$ cat src/rtl/edid_resp_pkg.sv
// Package: shared encodings for the EDID register responder.
// Assumes a 32-bit register file addressed by a 2-bit code.
package edid_resp_pkg;
    typedef enum logic [1:0] {
        PH_IDLE = 2'd0,
        PH_DATA = 2'd1,
        PH_WAIT = 2'd2
    } phase_t;

    localparam logic [1:0] RA_PIN    = 2'd0;
    localparam logic [1:0] RA_CMD    = 2'd1;
    localparam logic [1:0] RA_STATUS = 2'd2;
    localparam logic [1:0] RA_DATA   = 2'd3;

    // command field positions (decoded by the driver, so fixed)
    localparam int CB_DIR     = 0;
    localparam int CB_ADDR_LO = 1;
    localparam int CB_IDX_LO  = 8;
    localparam int CB_CNT_LO  = 16;
    localparam int CB_CYC_LO  = 25;
    localparam int CB_INDEX   = 26;
    localparam int CB_STOP    = 27;
    localparam int CB_SWRDY   = 30;
    localparam int CB_CLRINT  = 31;

    localparam logic [2:0] CYC_NONE = 3'd0;
    localparam logic [2:0] CYC_STOP = 3'd4;
endpackage

$ cat src/rtl/edid_store.sv
// Module: edid_store
// Holds the identification bytes as a computed table and offers
// LANES byte-wide read lanes starting at a base pointer.
// Assumes DEPTH is a power of two; lanes past DEPTH read zero.
module edid_store #(
    parameter int DEPTH   = 128,
    parameter int LANES   = 4,
    parameter int PW      = 8,
    parameter int PAT_MUL = 37,
    parameter int PAT_ADD = 90
) (
    input  logic [PW-1:0]            base,
    output logic [LANES-1:0][7:0]    lane_byte,
    output logic [LANES-1:0]         lane_ok
);
    localparam int AW = $clog2(DEPTH);

    logic [7:0] mem [DEPTH];

    // table contents computed from the pattern parameters
    for (genvar k = 0; k < DEPTH; k++) begin : g_fill
        assign mem[k] = 8'((k * PAT_MUL + PAT_ADD) % 256);
    end

    // one read lane per byte of the data word
    for (genvar i = 0; i < LANES; i++) begin : g_lane
        logic [PW:0] pos;
        assign pos          = {1'b0, base} + (PW+1)'(i);
        assign lane_ok[i]   = (pos < (PW+1)'(DEPTH));
        assign lane_byte[i] = lane_ok[i] ? mem[pos[AW-1:0]] : 8'h00;
    end
endmodule

$ cat src/rtl/edid_word_pack.sv
// Module: edid_word_pack
// Works out how many bytes a data read takes, merges them little-endian
// into the previous word and reports the pointer advance.
// Assumes count and pointer are unsigned; remaining is computed signed.
module edid_word_pack #(
    parameter int LANES = 4,
    parameter int CW    = 9,
    parameter int PW    = 8
) (
    input  logic [CW-1:0]         count,
    input  logic [PW-1:0]         ptr,
    input  logic                  src_ok,
    input  logic [LANES-1:0][7:0] lane_byte,
    input  logic [LANES-1:0]      lane_ok,
    input  logic [31:0]           prev_word,
    output logic                  has_left,
    output logic                  is_last,
    output logic [31:0]           word,
    output logic [2:0]            adv
);
    localparam int LW = CW + 2;

    logic signed [LW-1:0] left;
    logic [2:0]           take_n;

    // remaining byte count and bytes taken by this read
    always_comb begin
        left     = $signed(LW'(count)) - $signed(LW'(ptr));
        has_left = (left > 0);
        is_last  = (left <= $signed(LW'(LANES)));
        if (left >= $signed(LW'(LANES))) take_n = 3'(LANES);
        else                             take_n = left[2:0];
    end

    // byte merge and advance count
    always_comb begin
        word = prev_word;
        adv  = 3'd0;
        for (int i = 0; i < LANES; i++) begin
            if (3'(i) < take_n) begin
                word[8*i +: 8] = src_ok ? lane_byte[i] : 8'h00;
                if (src_ok && lane_ok[i]) adv = adv + 3'd1;
            end
        end
    end
endmodule

$ cat src/rtl/edid_pin_decode.sv
// Module: edid_pin_decode
// Maps a pin-select code to a port and says whether that port can
// supply identification data (monitor present, not packetised).
// Assumes code p in 1..NPORT selects port p-1.
module edid_pin_decode #(
    parameter int NPORT = 4
) (
    input  logic [2:0]       pin,
    input  logic [NPORT-1:0] present,
    input  logic [NPORT-1:0] is_dp,
    output logic             pin_valid,
    output logic             edid_ok
);
    // range check and per-port lookup
    always_comb begin
        pin_valid = 1'b0;
        edid_ok   = 1'b0;
        for (int p = 0; p < NPORT; p++) begin
            if (pin == 3'(p + 1)) begin
                pin_valid = 1'b1;
                edid_ok   = present[p] && !is_dp[p];
            end
        end
    end
endmodule

$ cat src/rtl/edid_reg_responder.sv
// Module: edid_reg_responder (top)
// Register-level stand-in for a display-data bus controller: decodes
// pin, command, status and data accesses and serves identification
// bytes from a local store. Read effects are applied before write
// effects in the same cycle, so a same-cycle write wins on shared bits.
// Assumes synchronous active-low reset.
module edid_reg_responder
    import edid_resp_pkg::*;
#(
    parameter int NPORT     = 4,
    parameter int DEPTH     = 128,
    parameter int LANES     = 4,
    parameter int PAT_MUL   = 37,
    parameter int PAT_ADD   = 90,
    parameter int EDID_DEV  = 'h50,
    parameter int ST_ACTIVE = 9,
    parameter int ST_ERR    = 10,
    parameter int ST_HWRDY  = 11,
    parameter int ST_INT    = 13,
    parameter int ST_WAIT   = 14,
    parameter int ST_INUSE  = 15
) (
    input  logic             clk,
    input  logic             rst_n,
    input  logic             wr_en,
    input  logic [1:0]       wr_addr,
    input  logic [31:0]      wr_data,
    input  logic             rd_en,
    input  logic [1:0]       rd_addr,
    output logic [31:0]      rd_data,
    input  logic [NPORT-1:0] mon_present,
    input  logic [NPORT-1:0] mon_is_dp,
    output logic [1:0]       bus_phase
);
    localparam int CW = 9;
    localparam int PW = 8;

    logic [2:0]    pin_q;
    logic [31:0]   cmd_q;
    logic [31:0]   status_q;
    logic [31:0]   data_q;
    logic [CW-1:0] count_q;
    logic [PW-1:0] ptr_q;
    logic          sel_q;
    logic          avail_q;
    phase_t        phase_q;

    logic [LANES-1:0][7:0] lane_byte;
    logic [LANES-1:0]      lane_ok;
    logic                  has_left, is_last;
    logic [31:0]           packed_word;
    logic [2:0]            adv;
    logic                  pin_valid, pin_edid_ok;
    logic [2:0]            w_cyc;
    logic [6:0]            w_dev;

    assign bus_phase = phase_q;
    assign w_cyc     = wr_data[CB_CYC_LO +: 3];
    assign w_dev     = wr_data[CB_ADDR_LO +: 7];

    edid_store #(
        .DEPTH(DEPTH), .LANES(LANES), .PW(PW),
        .PAT_MUL(PAT_MUL), .PAT_ADD(PAT_ADD)
    ) u_store (
        .base      (ptr_q),
        .lane_byte (lane_byte),
        .lane_ok   (lane_ok)
    );

    edid_word_pack #(.LANES(LANES), .CW(CW), .PW(PW)) u_pack (
        .count     (count_q),
        .ptr       (ptr_q),
        .src_ok    (sel_q && avail_q),
        .lane_byte (lane_byte),
        .lane_ok   (lane_ok),
        .prev_word (data_q),
        .has_left  (has_left),
        .is_last   (is_last),
        .word      (packed_word),
        .adv       (adv)
    );

    edid_pin_decode #(.NPORT(NPORT)) u_pin (
        .pin       (wr_data[2:0]),
        .present   (mon_present),
        .is_dp     (mon_is_dp),
        .pin_valid (pin_valid),
        .edid_ok   (pin_edid_ok)
    );

    // register state: read side effects first, then write effects
    always_ff @(posedge clk) begin
        if (!rst_n) begin
            pin_q    <= '0;
            cmd_q    <= '0;
            status_q <= '0;
            status_q[ST_HWRDY] <= 1'b1;
            status_q[ST_ERR]   <= 1'b1;
            data_q   <= '0;
            count_q  <= '0;
            ptr_q    <= '0;
            sel_q    <= 1'b0;
            avail_q  <= 1'b0;
            phase_q  <= PH_IDLE;
            rd_data  <= '0;
        end else begin
            if (rd_en) begin
                unique case (rd_addr)
                    RA_PIN:    rd_data <= {29'd0, pin_q};
                    RA_CMD:    rd_data <= cmd_q;
                    RA_STATUS: begin
                        rd_data <= status_q;
                        status_q[ST_INUSE] <= 1'b1;
                    end
                    default: begin
                        if (cmd_q[CB_DIR] && has_left) begin
                            rd_data <= packed_word;
                            data_q  <= packed_word;
                            ptr_q   <= ptr_q + PW'(adv);
                            if (is_last) begin
                                phase_q <= cmd_q[CB_STOP] ? PH_IDLE : PH_WAIT;
                                sel_q   <= 1'b0;
                                avail_q <= 1'b0;
                                ptr_q   <= '0;
                                count_q <= '0;
                            end
                        end else begin
                            rd_data <= data_q;
                        end
                    end
                endcase
            end
            if (wr_en) begin
                unique case (wr_addr)
                    RA_PIN: begin
                        pin_q   <= wr_data[2:0];
                        sel_q   <= 1'b0;
                        avail_q <= 1'b0;
                        ptr_q   <= '0;
                        count_q <= '0;
                        phase_q <= PH_IDLE;
                        if (pin_valid) begin
                            status_q[ST_ACTIVE] <= 1'b0;
                            status_q[ST_HWRDY]  <= 1'b1;
                            status_q[ST_WAIT]   <= 1'b1;
                            if (pin_edid_ok) begin
                                avail_q <= 1'b1;
                                status_q[ST_ERR] <= 1'b0;
                            end else begin
                                status_q[ST_ERR] <= 1'b1;
                            end
                        end
                    end
                    RA_CMD: begin
                        if (cmd_q[CB_CLRINT]) begin
                            if (!wr_data[CB_CLRINT]) begin
                                cmd_q[CB_CLRINT] <= 1'b0;
                                status_q <= '0;
                                status_q[ST_HWRDY] <= 1'b1;
                                status_q[ST_ERR]   <= !avail_q;
                                phase_q <= PH_IDLE;
                            end
                        end else begin
                            if (wr_data[CB_CLRINT]) begin
                                status_q[ST_INT]   <= 1'b0;
                                status_q[ST_HWRDY] <= 1'b1;
                            end
                            count_q <= wr_data[CB_CNT_LO +: CW];
                            if (w_dev == 7'(EDID_DEV)) sel_q <= 1'b1;
                            if (wr_data[CB_INDEX]) ptr_q <= wr_data[CB_IDX_LO +: PW];
                            if (w_cyc == CYC_STOP) begin
                                if (cmd_q[CB_CYC_LO +: 3] != CYC_NONE) begin
                                    sel_q   <= 1'b0;
                                    avail_q <= 1'b0;
                                    ptr_q   <= '0;
                                    count_q <= '0;
                                    phase_q <= PH_IDLE;
                                    status_q[ST_ACTIVE] <= 1'b0;
                                end
                            end else if (w_cyc[0]) begin
                                phase_q <= PH_DATA;
                                status_q[ST_ACTIVE] <= 1'b1;
                            end
                            cmd_q <= wr_data & ~(32'd1 << CB_SWRDY);
                        end
                    end
                    RA_STATUS: begin
                        if (wr_data[ST_INUSE]) status_q[ST_INUSE] <= 1'b0;
                    end
                    default: ;
                endcase
            end
        end
    end
endmodule

$ cat config.mk
export PLATFORM = sky130hd
export DESIGN_NAME = edid_reg_responder
export DESIGN_NICKNAME = d
export VERILOG_FILES = /design/src/rtl/edid_resp_pkg.sv /design/src/rtl/edid_store.sv /design/src/rtl/edid_word_pack.sv /design/src/rtl/edid_pin_decode.sv /design/src/rtl/edid_reg_responder.sv
export SDC_FILE = /design/constraint.sdc
export NUM_CORES = 1
export LEC_CHECK = 0
export ABC_AREA = 1
export BUFFER_PORTS_ARGS = -buffer_cell sky130_fd_sc_hd__buf_4
export CAP_MARGIN = 20
export CORE_ASPECT_RATIO = 1.25
export CORE_UTILIZATION = 60
export DETAILED_ROUTE_END_ITERATION = 12
export HOLD_SLACK_MARGIN = 0.1
export PLACE_DENSITY = 0.9
export SLEW_MARGIN = 20
export SYNTH_ARGS = -nofsm -noshare
export SYNTH_HDL_FRONTEND = slang
export SYNTH_SLANG_ARGS = --single-unit
$ cat constraint.sdc
create_clock -name clk -period 8.5 [get_ports clk]
set_input_delay 1.7 -clock clk [delete_from_list [all_inputs] [get_ports clk]]
set_output_delay 1.7 -clock clk [all_outputs]
set_load 0.1 [all_outputs]
# Word level (Yosys, flattened, before mapping)
# Memories as Yosys holds them, arrays and structs flattened.
# Index checks and enable logic that the tools add are counted.
# op_classes
n_eq_ne	18
bitwise	6
reduce_logical	29
mux	118
n_lt_le_gt_ge	15
addsub	8
# ops
cell	count
$mux W8	29
$pmux W32 S3	1
$mux W9	10
$mux W1	45
$ge A8 B8 Y1 const B	4
$mux W16	2
$mux W32	1
$not A7 Y8	4
$lt A9 B8 Y1 const B	3
$mux W3	9
$mux W2	12
$add A8 B2 Y9 const B	2
$mux W18	1
$pmux W9 S2	1
$pmux W8 S2	1
$ge A10 B4 Y1 const B	1
$gt A10 B1 Y1 const B	1
$le A10 B4 Y1 const B	1
$logic_and A1 B1 Y1	10
$reduce_and A5 Y1	2
$sub A9 B8 Y10	1
$add A3 B1 Y3 const B	3
$add A8 B1 Y9 const B	1
$add A8 B3 Y8	1
25 further kinds	48
# totals
inputBits	48
elab_cells	213
n_memories	4
ff_bits	125
mem_bits_ro	4096
output_inout_bits	34
# memory_table
name	depth	word_bits	rd	rd_clocked_by_memory_dff	write_ports	line	rtl
(no name shown)	128	8	1	0	0	edid_store.sv:30	assign lane_byte[i] = lane_ok[i] ? mem[pos[AW-1:0]] : 8'h00;
(no name shown)	128	8	1	0	0	edid_store.sv:30	
(no name shown)	128	8	1	0	0	edid_store.sv:30	
(no name shown)	128	8	1	0	0	edid_store.sv:30	

# Logic depth before layout (Yosys ltp)
# Gate-level depths: netlist of run 1.
# logic_depth
word_depth	25
ltp_mapped	43
mapped_depth_nobuf	42

# Hierarchy
# A second synthesis of run 1 with hierarchy kept.
# hier_totals
hier_cells	1653
area_unflattened_um2	9726.8
# by_module_without_submodules
module	area_per_inst_um2	n_inst	seq_area_each_um2	cells_each
edid_reg_responder	5393.9	1	2482.4	748
edid_store	3011.6	1	0.0	639
edid_word_pack	1241.2	1	0.0	249
edid_pin_decode	80.1	1	0.0	17

# Worst setup path after synthesis of run 1
# No wires, ideal clock.
# synth_path
path_kind	register to register
startpoint	reg ptr_q[2]
endpoint	reg ptr_q[6]
path_buffers	1
path_stages_with_launch	42
slack_ps	3383
period_less_slack_ps	5117
setup_ps	70
arrival_time_ps	5047
required_time_ps	8430
path_cell_list	dfxtp_1 -> buf_2 -> clkinv_1 -> ha_1 -> nand2_1 -> nand2_2 -> inv_2 -> nand2_1 -> nand2_1 -> nand2_1 -> nand2_1 -> nand2_2 -> nor2_4 -> nand3_2 -> nand2_2 -> nand2_4 -> clkinv_4 -> nand2_2 -> [6 not listed] -> inv_1 -> ha_1 -> o21ai_1 -> inv_1 -> ha_1 -> nand2_1 -> o21ai_1 -> inv_1 -> fa_1 -> nor2_1 -> o21ai_0 -> inv_1 -> nand4_1 -> o21ai_0 -> nand2_1 -> nand2_1 -> nand2_1 -> a21oi_1
# synth_between
elab_chain_len	25
elab_cells_between_ends	43
classes_between	8 x add/sub; 11 x order compare; 19 x mux; 5 x reduce/logical
# synth_lines
item	line	rtl
start, declared	edid_reg_responder.sv:43	logic [PW-1:0] ptr_q;
start signal, assigned	edid_reg_responder.sv:119	ptr_q <= ptr_q + PW'(adv);
start signal, assigned	edid_reg_responder.sv:170	if (wr_data[CB_INDEX]) ptr_q <= wr_data[CB_IDX_LO +: PW];
$sub A9 B8 Y10	edid_word_pack.sv:28	left = $signed(LW'(count)) - $signed(LW'(ptr));
$ge A10 B4 Y1	edid_word_pack.sv:31	if (left >= $signed(LW'(LANES))) take_n = 3'(LANES);
$mux W3	edid_word_pack.sv:31	
$lt A1 B3 Y1	edid_word_pack.sv:40	if (3'(i) < take_n) begin
$mux W3	edid_word_pack.sv:40	
$add A3 B1 Y3	edid_word_pack.sv:42	if (src_ok && lane_ok[i]) adv = adv + 3'd1;
$mux W3	edid_word_pack.sv:42	
$mux W3	edid_word_pack.sv:40	
[9 not listed]	--	
$mux W8 *	edid_reg_responder.sv:108	unique case (rd_addr)
$mux W8 *	edid_reg_responder.sv:107	if (rd_en) begin
$mux W8	edid_reg_responder.sv:170	
$mux W8	edid_reg_responder.sv:172	if (cmd_q[CB_CYC_LO +: 3] != CYC_NONE) begin
$mux W8	edid_reg_responder.sv:171	if (w_cyc == CYC_STOP) begin
$mux W8	edid_reg_responder.sv:155	if (cmd_q[CB_CLRINT]) begin
$pmux W8 S2	edid_reg_responder.sv:134	unique case (wr_addr)
$mux W8 *	edid_reg_responder.sv:133	if (wr_en) begin
# Every way passes the cells marked *; elsewhere a longest branch is shown, timed or not.
# A chain may end at the register's enable or synchronous reset.

# Worst setup path in the final report of run 1
# layout_path
startpoint	reg ptr_q[3]
endpoint	reg ptr_q[6]
# Same word-level chain as after synthesis.

==> flow_summary.json, run 1 <==
{
  "status": "finished clean",
  "worst_slew_pin_slew_ns": 1.13,
  "cts_setup_buffers": 0,
  "boundaryPins": 82,
  "clk_path_buf_depth": 2,
  "portBuffers": 80,
  "synth_flop_cell": "dfxtp_1",
  "crit_fanout": 25,
  "max_stage_delay_ns": 0.91,
  "min_path_cells": 2,
  "setup_viol": 0,
  "tritoncts": "yes",
  "synthTopCellsByArea": "dfxtp_1 (27%), nand2_1 (15%), a21oi_1 (8.2%)",
  "synth_edf_count": 0,
  "start_kind": "flop",
  "timing.fmax_ghz": 0.155,
  "drt-initial-drc-count": 1516,
  "rsz0062_at_grt": "no",
  "hold_path_end": "cmd_q[4]",
  "postSynthAreaPerCell_um2": 6.15,
  "htreeDepth": 4,
  "ys_async_sr_fraction_pct": 0,
  "required_ns": 8.84,
  "synth_cells": 1494,
  "synthesis.nets": 1575,
  "cts_resized": 0,
  "setup_ws_ns": 2.06,
  "coreArea_um2": 15000,
  "hold_path.class": "reg2reg",
  "pre_cts_ws_ns": 2.21,
  "avgViaCountPerCell": 6.37,
  "n_antenna_cell": 0,
  "drive_above_1_share_pct": 11.7,
  "wl_um": 33000,
  "synth.cells.most_frequent": "nand2_1 (365), a21oi_1 (151), inv_1 (147)",
  "p_per_area_nw_per_um2": 169,
  "arrival_ns": 6.78,
  "first_pass_iters": 7,
  "n_fill_cell": 1230,
  "synth_top_area_share_pct": 27.0,
  "max-vdd-ir-drop_uv": 225,
  "grt_util_all_layers_pct": 42.1,
  "hold_buffers": 0,
  "dieHeight_um": 140,
  "r2r_slack_ns": 2.06,
  "clock_latency_ns": 0.42,
  "grt_max_degree": 64,
  "leakagePower_nw": 4.78,
  "maxSlewHeadroom_pct": 24.6,
  "cts_root_buffer": "clkbuf_16",
  "start_util_pct": 61.4,
  "maxCapViolCount": 0,
  "end_kind": "flop",
  "dieWidth_um": 113,
  "netlist_area_um2": 9190,
  "fin_tns_setup_ns": 0,
  "drv_slew": 0,
  "clkTransAtPathRegs_ns": 0.06,
  "synth-seq-cells": 124,
  "grt_pass1_vias": 10100,
  "fin_cells": 1725,
  "synth_seq_area_share_pct": 27.0,
  "synth.most_common_cell": "nand2_1",
  "cts_sinks": 124,
  "crit_path_top_delay_cell": "dfxtp_1",
  "antenna_found_initial": 0,
  "fp.dieArea_um2": 15800,
  "crit_top_cell": "nand2_1",
  "synth_cell_types": 58,
  "yosysWarnings": 0,
  "ff2ff_path_depth": 37,
  "cts_made_buffers": 17,
  "gr-total-overflow": 0,
  "ant_nets": 0,
  "period_share_pct": 75.8,
  "r2r-end": "ptr_q[6]",
  "post_dp_cell_area_um2": 9760,
  "wl_per_cell_um": 19.1,
  "synth_top_area_cell": "dfxtp_1",
  "r2r_start": "ptr_q[3]",
  "rows": 50,
  "final_nets": 1611,
  "worst-setup-path-type": "reg2reg",
  "drc": 0,
  "place_inst": 1693,
  "fin_util_pct": 69.6,
  "grt_pass1_wl_um": 52000,
  "finClkSkew_ns": 0.00577,
  "period_minus_slack_ns": 6.44,
  "min-delay-start": "cmd_q[4]",
  "dp_hpwl_um": 22200,
  "vias": 11000,
  "design_area_um2": 10400,
  "finalHoldViolCount": 0,
  "area_growth_pct": 13.3,
  "gp_congestion": 1.02
}
[through the flow]
| stage | power (mW) | hold WS [ns] |
|---|---|---|
| 2_1_floorplan | 0.866 | 0.424 |
| 3_3_place_gp | 0.947 | 0.438 |
| 3_5_place_dp | 0.953 | 0.447 |
| 4_1_cts | 1.74 | 0.455 |
| 5_1_grt | 1.81 | 0.478 |
| 6_report | 1.76 | 0.458 |
[logic make-up after synthesis]
kind of cell / Yosys count / synth area share (%)
AND/OR/NAND/NOR: 719 / 34.5
AO/OA/AOI/OAI: 358 / 21.6
buffers and inverters: 246 / 10.7
flip-flops: 124 / 27.0
adder cells (fa/ha/maj): 33 / 4.66
XOR/XNOR: 14 / 1.50
[critical path, delay by kind of cell (launching register included)]
family | cells | cell delay [ns]
AOI/OAI and AO/OA | 5 | 0.78
adders and majority gates | 5 | 1.73
DFF | 1 | 0.91
buffers and inverters | 8 | 1.04
and+or+nand+nor | 19 | 1.90
[cells in the final DEF (no fill, tap or decap), drive strengths merged, types with 2 or more instances in the layout]
master      n
o211ai     24
nor2      147
a221oi      5
o311ai      5
nand3b      5
clkbuf     19
nand3     142
bufinv      5
nor3       19
o31ai       4
a22oi       3
o22ai       5
dfxtp     124
a21oi     151
fa          2
and3        3
a211oi      2
o21bai      2
clkinv      9
ha         31
xor2       13
nor4        2
or2         3
o2111ai     3
nand2     382
nand4      15
inv       170
clkinvlp    3
o21ai     137
buf        89
a31oi      12
[layer usage]
metal  wire [um]  vias to the layer above  track usage (%)
met3        3390                      204             7.49
met1       11800                     4930             48.7
li1            -                     5033                -
met5           0                        -                0
met4        2610                        0             30.7
met2       15100                      815             69.7
[layout make-up]
type	count	area, um2	area share [%]
Clock buffer	19	433	4.16
Clock inverter	13	213	2.04
Inverter	174	663	6.37
Multi-Input combinational cell	1124	5720	55.0
Sequential cell	124	2480	23.9
Tap cell	182	228	2.19
Timing Repair Buffer	89	668	6.42
[power breakdown]
| group | internal (mW) | switching, mW |
|---|---|---|
| Sequential | 0.597 | 0.0134 |
| Clock | 0.523 | 0.277 |
| Combinational | 0.104 | 0.243 |
[sequential cells by signal (all words and copies together), names as in the netlist]
| signal | cells |
|---|---|
| ptr_q | 8 |
| cmd_q | 31 |
| pin_q | 3 |
| rd_data | 32 |
| sel_q | 1 |
| bus_phase | 2 |
| avail_q | 1 |
| status_q | 5 |
| count_q | 9 |
| data_q | 32 |
[worst max path at each step]
| stage | start | end | slack [ns] | cells after the start |
|---|---|---|---|---|
| floorplan | ptr_q[2] | ptr_q[6] | 3.38 | 41 |
| global placement | ptr_q[3] | ptr_q[6] | 2.37 | 37 |
| detailed placement | ptr_q[3] | ptr_q[6] | 2.21 | 37 |
| CTS | ptr_q[3] | ptr_q[6] | 2.16 | 37 |
| global route | ptr_q[3] | ptr_q[6] | 1.47 | 37 |
| finish | ptr_q[3] | ptr_q[6] | 2.06 | 37 |
Power figures use the tool's default switching activity.
==> run 2: changes to the inputs <==
==> constraint.sdc (replaced) <==
create_clock -name clk -period 6.02 [get_ports clk]
set_input_delay 1.204 -clock clk [delete_from_list [all_inputs] [get_ports clk]]
set_output_delay 1.204 -clock clk [all_outputs]
set_load 0.1 [all_outputs]
==> run 2 against run 1 <==
Effect of this change: clock power grew 21%; largest cell class unchanged; count of clock-buffer cells in the layout shrank 1; combinational power grew 41%.
==> flow_summary.json, run 2 (synthesized netlist as in run 1, its figures left out) <==
{
  "cts_root_buffer": "clkbuf_16",
  "fin_util_pct": 69.5,
  "fp.dieArea_um2": 15800,
  "coreArea_um2": 15000,
  "final_nets": 1620,
  "crit_path_top_delay_cell": "fa_1",
  "fin_tns_setup_ns": 0,
  "hold_path_end": "cmd_q[6]",
  "gr-total-overflow": 0,
  "timing.fmax_ghz": 0.180,
  "ant_nets": 0,
  "rows": 50,
  "htreeDepth": 4,
  "clock_latency_ns": 0.42,
  "drive_above_1_share_pct": 12.5,
  "antenna_found_initial": 0,
  "internal-power_mw": 1.57,
  "r2r_slack_ns": 0.47,
  "crit_fanout": 4,
  "start_kind": "flop",
  "dieWidth_um": 113,
  "setup_ws_ns": 0.469,
  "p_per_area_nw_per_um2": 223,
  "drt-initial-drc-count": 1086,
  "p_comb_share_pct": 21.1,
  "crit_buf_inv": 9,
  "final_cell_mix": "nand2_1 (365), a21oi_1 (151), inv_1 (147)",
  "max-vdd-ir-drop_uv": 271,
  "period_minus_slack_ns": 5.55,
  "top_regs": "data_q: 32 flops, rd_data: 32 flops, cmd_q: 31 flops",
  "n_fill_cell": 1294,
  "area_growth_pct": 13.2,
  "status": "finished clean",
  "first_pass_iters": 6,
  "min-delay-start": "cmd_q[6]",
  "wl_per_cell_um": 18.4,
  "worst-setup-path-type": "reg2reg",
  "tritoncts": "yes",
  "boundaryPins": 82,
  "crit_top_cell": "nand2_1",
  "dieHeight_um": 140,
  "p_sw_mw": 0.748,
  "crit_family": "simple AND/OR/NAND/NOR gates",
  "maxSlewHeadroom_pct": 26.3,
  "clkTransAtPathRegs_ns": 0.06,
  "max_stage_delay_ns": 0.43,
  "pre_cts_ws_ns": 0.516,
  "avgViaCountPerCell": 6.23,
  "required_ns": 6.27,
  "grt_util_all_layers_pct": 40.5,
  "leakagePower_nw": 4.78,
  "grt_pass1_wl_um": 50300,
  "end_kind": "flop",
  "drc": 0,
  "hold_path.class": "reg2reg",
  "grt_pass1_vias": 9833,
  "cts_sinks": 124,
  "hold_buffers": 0,
  "grt_max_degree": 64,
  "wl_um": 31900,
  "ff2ff_path_depth": 40,
  "r2r_start": "count_q[0]",
  "start_util_pct": 61.4,
  "clkPwrFrac_pct": 41.8,
  "setup_viol": 0,
  "portBuffers": 80,
  "drv_slew": 0,
  "arrival_ns": 5.80,
  "swShare_pct": 32.3,
  "sequentialPowerShare_pct": 37.1,
  "maxCapViolCount": 0,
  "final_common_cell": "nand2_1",
  "worst_slew_pin_slew_ns": 1.11,
  "rsz0062_at_grt": "no",
  "r2r-end": "ptr_q[6]",
  "vias": 10800,
  "n_antenna_cell": 0,
  "clk_path_buf_depth": 2,
  "dp_hpwl_um": 22800,
  "gp_congestion": 0.990,
  "cts_made_buffers": 17,
  "period_share_pct": 92.2,
  "finClkSkew_ns": 0.00871,
  "min_path_cells": 2,
  "finalHoldViolCount": 0
}
run 2: cell count changes in the layout (fill, tap and decap cells not counted), moves of 2 or more:
| cell | previous run | this run |
|---|---|---|
| buf_4 | 89 | 98 |
| bufinv_16 | 5 | 1 |
| clkbuf_1 | 2 | 0 |
| clkinv_2 | 1 | 3 |
| clkinv_4 | 1 | 3 |
run 2: worst register-to-register path, delay by kind of cell (launching register included):
kind                       cells  cell delay (ns)
DFF                            1             0.31
adders and majority gates      6             1.90
buffers and inverters          9             0.70
and+or+nand+nor               21             2.05
AOI/OAI and AO/OA              4             0.44
run 2: layout make-up:
type	instances	area, um2	area share, %
clock buffer	18	439	4.23
clock inverter	13	119	1.14
inverter	174	663	6.38
multi-input combinational	1124	5730	55.1
sequential	124	2480	23.9
tap	182	228	2.19
timing repair buffer	98	736	7.08
run 2: per-stage QoR:
step	area [um2]	std cells	hold slack (ns)	power, mW
finish	10400	1733	0.454	2.32
global route	10400	1733	0.480	2.39
CTS	10400	1732	0.455	2.30
detailed placement	9820	1701	0.447	1.35
global placement	9820	1701	0.436	1.34
floorplan	9190	1494	0.424	1.22
run 2: power groups by stage:
stage	Sequential (mW)	Clock [mW]	Combinational, mW
2_1_floorplan	0.903	0	0.319
3_3_place_gp	0.875	0	0.466
3_5_place_dp	0.875	0	0.473
4_1_cts	0.858	0.961	0.478
5_1_grt	0.861	0.994	0.532
6_report	0.859	0.969	0.489
run 2: layer usage:
metal	global-route usage [%]	up-vias	routed length, um
met5	0	-	0
met4	32.4	0	2750
met3	7.05	183	2960
met2	66.1	699	14600
met1	46.7	4855	11600
li1	-	5052	-
run 2: how the worst max path moves through the flow:
| stage | startpoint | endpoint | slack [ns] | cells after the start |
|---|---|---|---|---|
| after floorplan | ptr_q[2] | ptr_q[6] | 0.90 | 41 |
| after global placement | count_q[0] | ptr_q[6] | 0.71 | 39 |
| after detailed placement | count_q[0] | ptr_q[6] | 0.52 | 39 |
| after CTS | count_q[0] | ptr_q[6] | 0.44 | 39 |
| after global routing | count_q[0] | ptr_q[6] | 0.03 | 40 |
| final | count_q[0] | ptr_q[6] | 0.47 | 40 |
run 2: what timing repair did:
| item | in CTS | in global routing |
|---|---|---|
| buffers inserted | 0 | 1 |
| setup endpoints to repair | 0 | 1 |
| gates resized for setup | 0 | 3 |
==> run 3: changes to the inputs <==
--- a/config.mk
+++ b/config.mk
@@ -5,14 +5,13 @@
 export SDC_FILE = /design/constraint.sdc
 export NUM_CORES = 1
 export LEC_CHECK = 0
-export ABC_AREA = 1
 export BUFFER_PORTS_ARGS = -buffer_cell sky130_fd_sc_hd__buf_4
 export CAP_MARGIN = 20
 export CORE_ASPECT_RATIO = 1.25
-export CORE_UTILIZATION = 60
+export CORE_UTILIZATION = 35
 export DETAILED_ROUTE_END_ITERATION = 12
 export HOLD_SLACK_MARGIN = 0.1
-export PLACE_DENSITY = 0.9
+export PLACE_DENSITY = 0.62
 export SLEW_MARGIN = 20
 export SYNTH_ARGS = -nofsm -noshare
 export SYNTH_HDL_FRONTEND = slang
==> run 3 against run 2 <==
Effect of this change: fmax fell by 0.70%; combinational power decreased by 25%; sequential cell count unchanged; clock power up 9%; worst setup slack got worse by 0.039 ns; critical path type unchanged; global-route usage down 16 points; largest power group unchanged.
==> flow_summary.json, run 3 <==
{
  "status": "finished clean",
  "ant_nets": 0,
  "worst-setup-path-type": "reg2reg",
  "netlist_area_um2": 9470,
  "fp.dieArea_um2": 27700,
  "required_ns": 6.30,
  "worst_slew_pin_slew_ns": 0.977,
  "ys_async_sr_fraction_pct": 0,
  "portBuffers": 80,
  "synthTopCellsByArea": "dfxtp_1 (26%), nand2_1 (6.7%), a21oi_1 (5.7%)",
  "final_nets": 1363,
  "cts_setup_buffers": 0,
  "finClkSkew_ns": 0.0122,
  "gp_congestion": 0.929,
  "clkTransAtPathRegs_ns": 0.06,
  "avgViaCountPerCell": 6.06,
  "cts_resized": 0,
  "wl_per_cell_um": 20.4,
  "fin_util_pct": 41.7,
  "end_kind": "flop",
  "postSynthAreaPerCell_um2": 7.57,
  "start_util_pct": 36.1,
  "place_inst": 1603,
  "synth_cells": 1251,
  "rows": 66,
  "setup_viol": 0,
  "synth-seq-cells": 124,
  "synth_flop_cell": "dfxtp_1",
  "cts_sinks": 124,
  "synth_top_area_share_pct": 26.2,
  "crit_path_top_delay_cell": "dfxtp_1",
  "dieWidth_um": 149,
  "dieHeight_um": 186,
  "grt_max_degree": 57,
  "crit_fanout": 7,
  "n_antenna_cell": 0,
  "period_minus_slack_ns": 5.59,
  "synth_cell_types": 86,
  "crit_chain": "clkinv_1 > ha_1 > a2111o_1 > o22ai_1 > nand2_1 > o31ai_4 > a31oi_1 > ha_1 > mux2i_1 > inv_1 > ha_1 > mux2_2 > ha_1 > mux2_2 > ha_1 > a21o_1 > a21oi_1 > nor3_1 > xnor2_1 > o21ai_0",
  "cts_made_buffers": 17,
  "fin_total_pwr_mw": 2.28,
  "clock_latency_ns": 0.43,
  "fin_cells": 1634,
  "timing.fmax_ghz": 0.179,
  "area_growth_pct": 15.6,
  "worst-path-stages": 20,
  "first_pass_iters": 7,
  "tritoncts": "yes",
  "yosysWarnings": 0,
  "leakagePower_nw": 4.09,
  "synth_seq_area_share_pct": 26.2,
  "drc": 0,
  "synthesis.nets": 1332,
  "period_share_pct": 92.9,
  "hold_buffers": 0,
  "grt_pass1_vias": 9024,
  "top_regs": "data_q: 32 flops, rd_data: 32 flops, cmd_q: 31 flops",
  "rsz0062_at_grt": "no",
  "synth_edf_count": 0,
  "dp_hpwl_um": 23600,
  "clk_path_buf_depth": 2,
  "arrival_ns": 5.87,
  "start_kind": "flop",
  "drv_slew": 0,
  "drt-initial-drc-count": 895,
  "fin_hold_ws_ns": 0.454,
  "vias": 9901,
  "synth_top_area_cell": "dfxtp_1",
  "min_path_cells": 2,
  "maxSlewHeadroom_pct": 34.5,
  "cts_root_buffer": "clkbuf_16",
  "grt_pass1_wl_um": 51800,
  "htreeDepth": 4,
  "synth.most_common_cell": "nand2_1",
  "maxCapViolCount": 0,
  "grt_util_all_layers_pct": 24.3,
  "boundaryPins": 82,
  "hold_path.class": "reg2reg",
  "coreArea_um2": 26300,
  "final_common_cell": "nand2_1",
  "max_stage_delay_ns": 0.57,
  "crit_top_cell": "ha_1",
  "finalHoldViolCount": 0,
  "fin_tns_setup_ns": 0,
  "max-vdd-ir-drop_uv": 183,
  "crit_buf_inv": 2,
  "final_cell_mix": "nand2_1 (168), dfxtp_1 (124), buf_4 (114)",
  "crit_family": "compound AO/OA/AOI/OAI gates",
  "gr-total-overflow": 0,
  "synth.cells.most_frequent": "nand2_1 (168), dfxtp_1 (124), a21oi_1 (108)",
  "drive_above_1_share_pct": 14.1,
  "antenna_found_initial": 0,
  "p_per_area_nw_per_um2": 208,
  "wl_um": 33300,
  "ff2ff_path_depth": 20
}
-- run 3: path summary, 6_finish.rpt --
path	start	slack (ns)	endpoint
worst min register to register	cmd_q[2]	0.45	cmd_q[2]
worst min-delay path	cmd_q[2]	0.45	cmd_q[2]
worst max-delay path	ptr_q[6]	0.43	ptr_q[5]
worst max register to register	ptr_q[6]	0.43	ptr_q[5]
-- run 3: kinds of logic (layout without fill, tap and decap cells) --
kind of cell	Yosys count	after routing	share of synthesized area (%)
flip-flops	124	124	26.2
XOR/XNOR	51	51	5.17
adder cells (fa/ha/maj)	33	33	4.52
AND/OR/NAND/NOR	401	401	19.0
buffers and inverters	141	184	6.09
multiplexers	61	61	7.20
AO/OA/AOI/OAI	440	440	31.8
-- run 3: report_power, final --
group	internal (mW)	total, mW	switching (mW)
sequential	0.837	0.848	0.0115
combinational	0.127	0.368	0.241
clock	0.680	1.06	0.380
-- run 3: per-layer routing --
metal	track usage, %	up-vias	routed length [um]
li1	-	4679	-
met1	30.1	4766	13900
met2	41.1	389	16300
met3	2.94	67	1750
met4	12.4	0	1390
met5	0	-	0
-- run 3: worst min-delay path, stage by stage (launching register included) --
cell	delay, ns
dfxtp_1	0.31
nand2_1	0.05
a21oi_1	0.05
-- run 3: layout make-up --
type,instances,area [um2]
Tap cell,340,425
Sequential cell,124,2480
Multi-Input combinational cell,986,6430
Clock inverter,11,141
Inverter,39,148
Timing Repair Buffer,114,856
Clock buffer,20,467
Fill cell,2701,15300
-- run 3: metrics by stage --
stage / setup WS (ns) / cell area, um2
detailed placement: 0.526 / 10300
finish: 0.430 / 10900
floorplan: 0.573 / 9470
CTS: 0.486 / 10900
global placement: 0.567 / 10300
global route: 0.153 / 10900
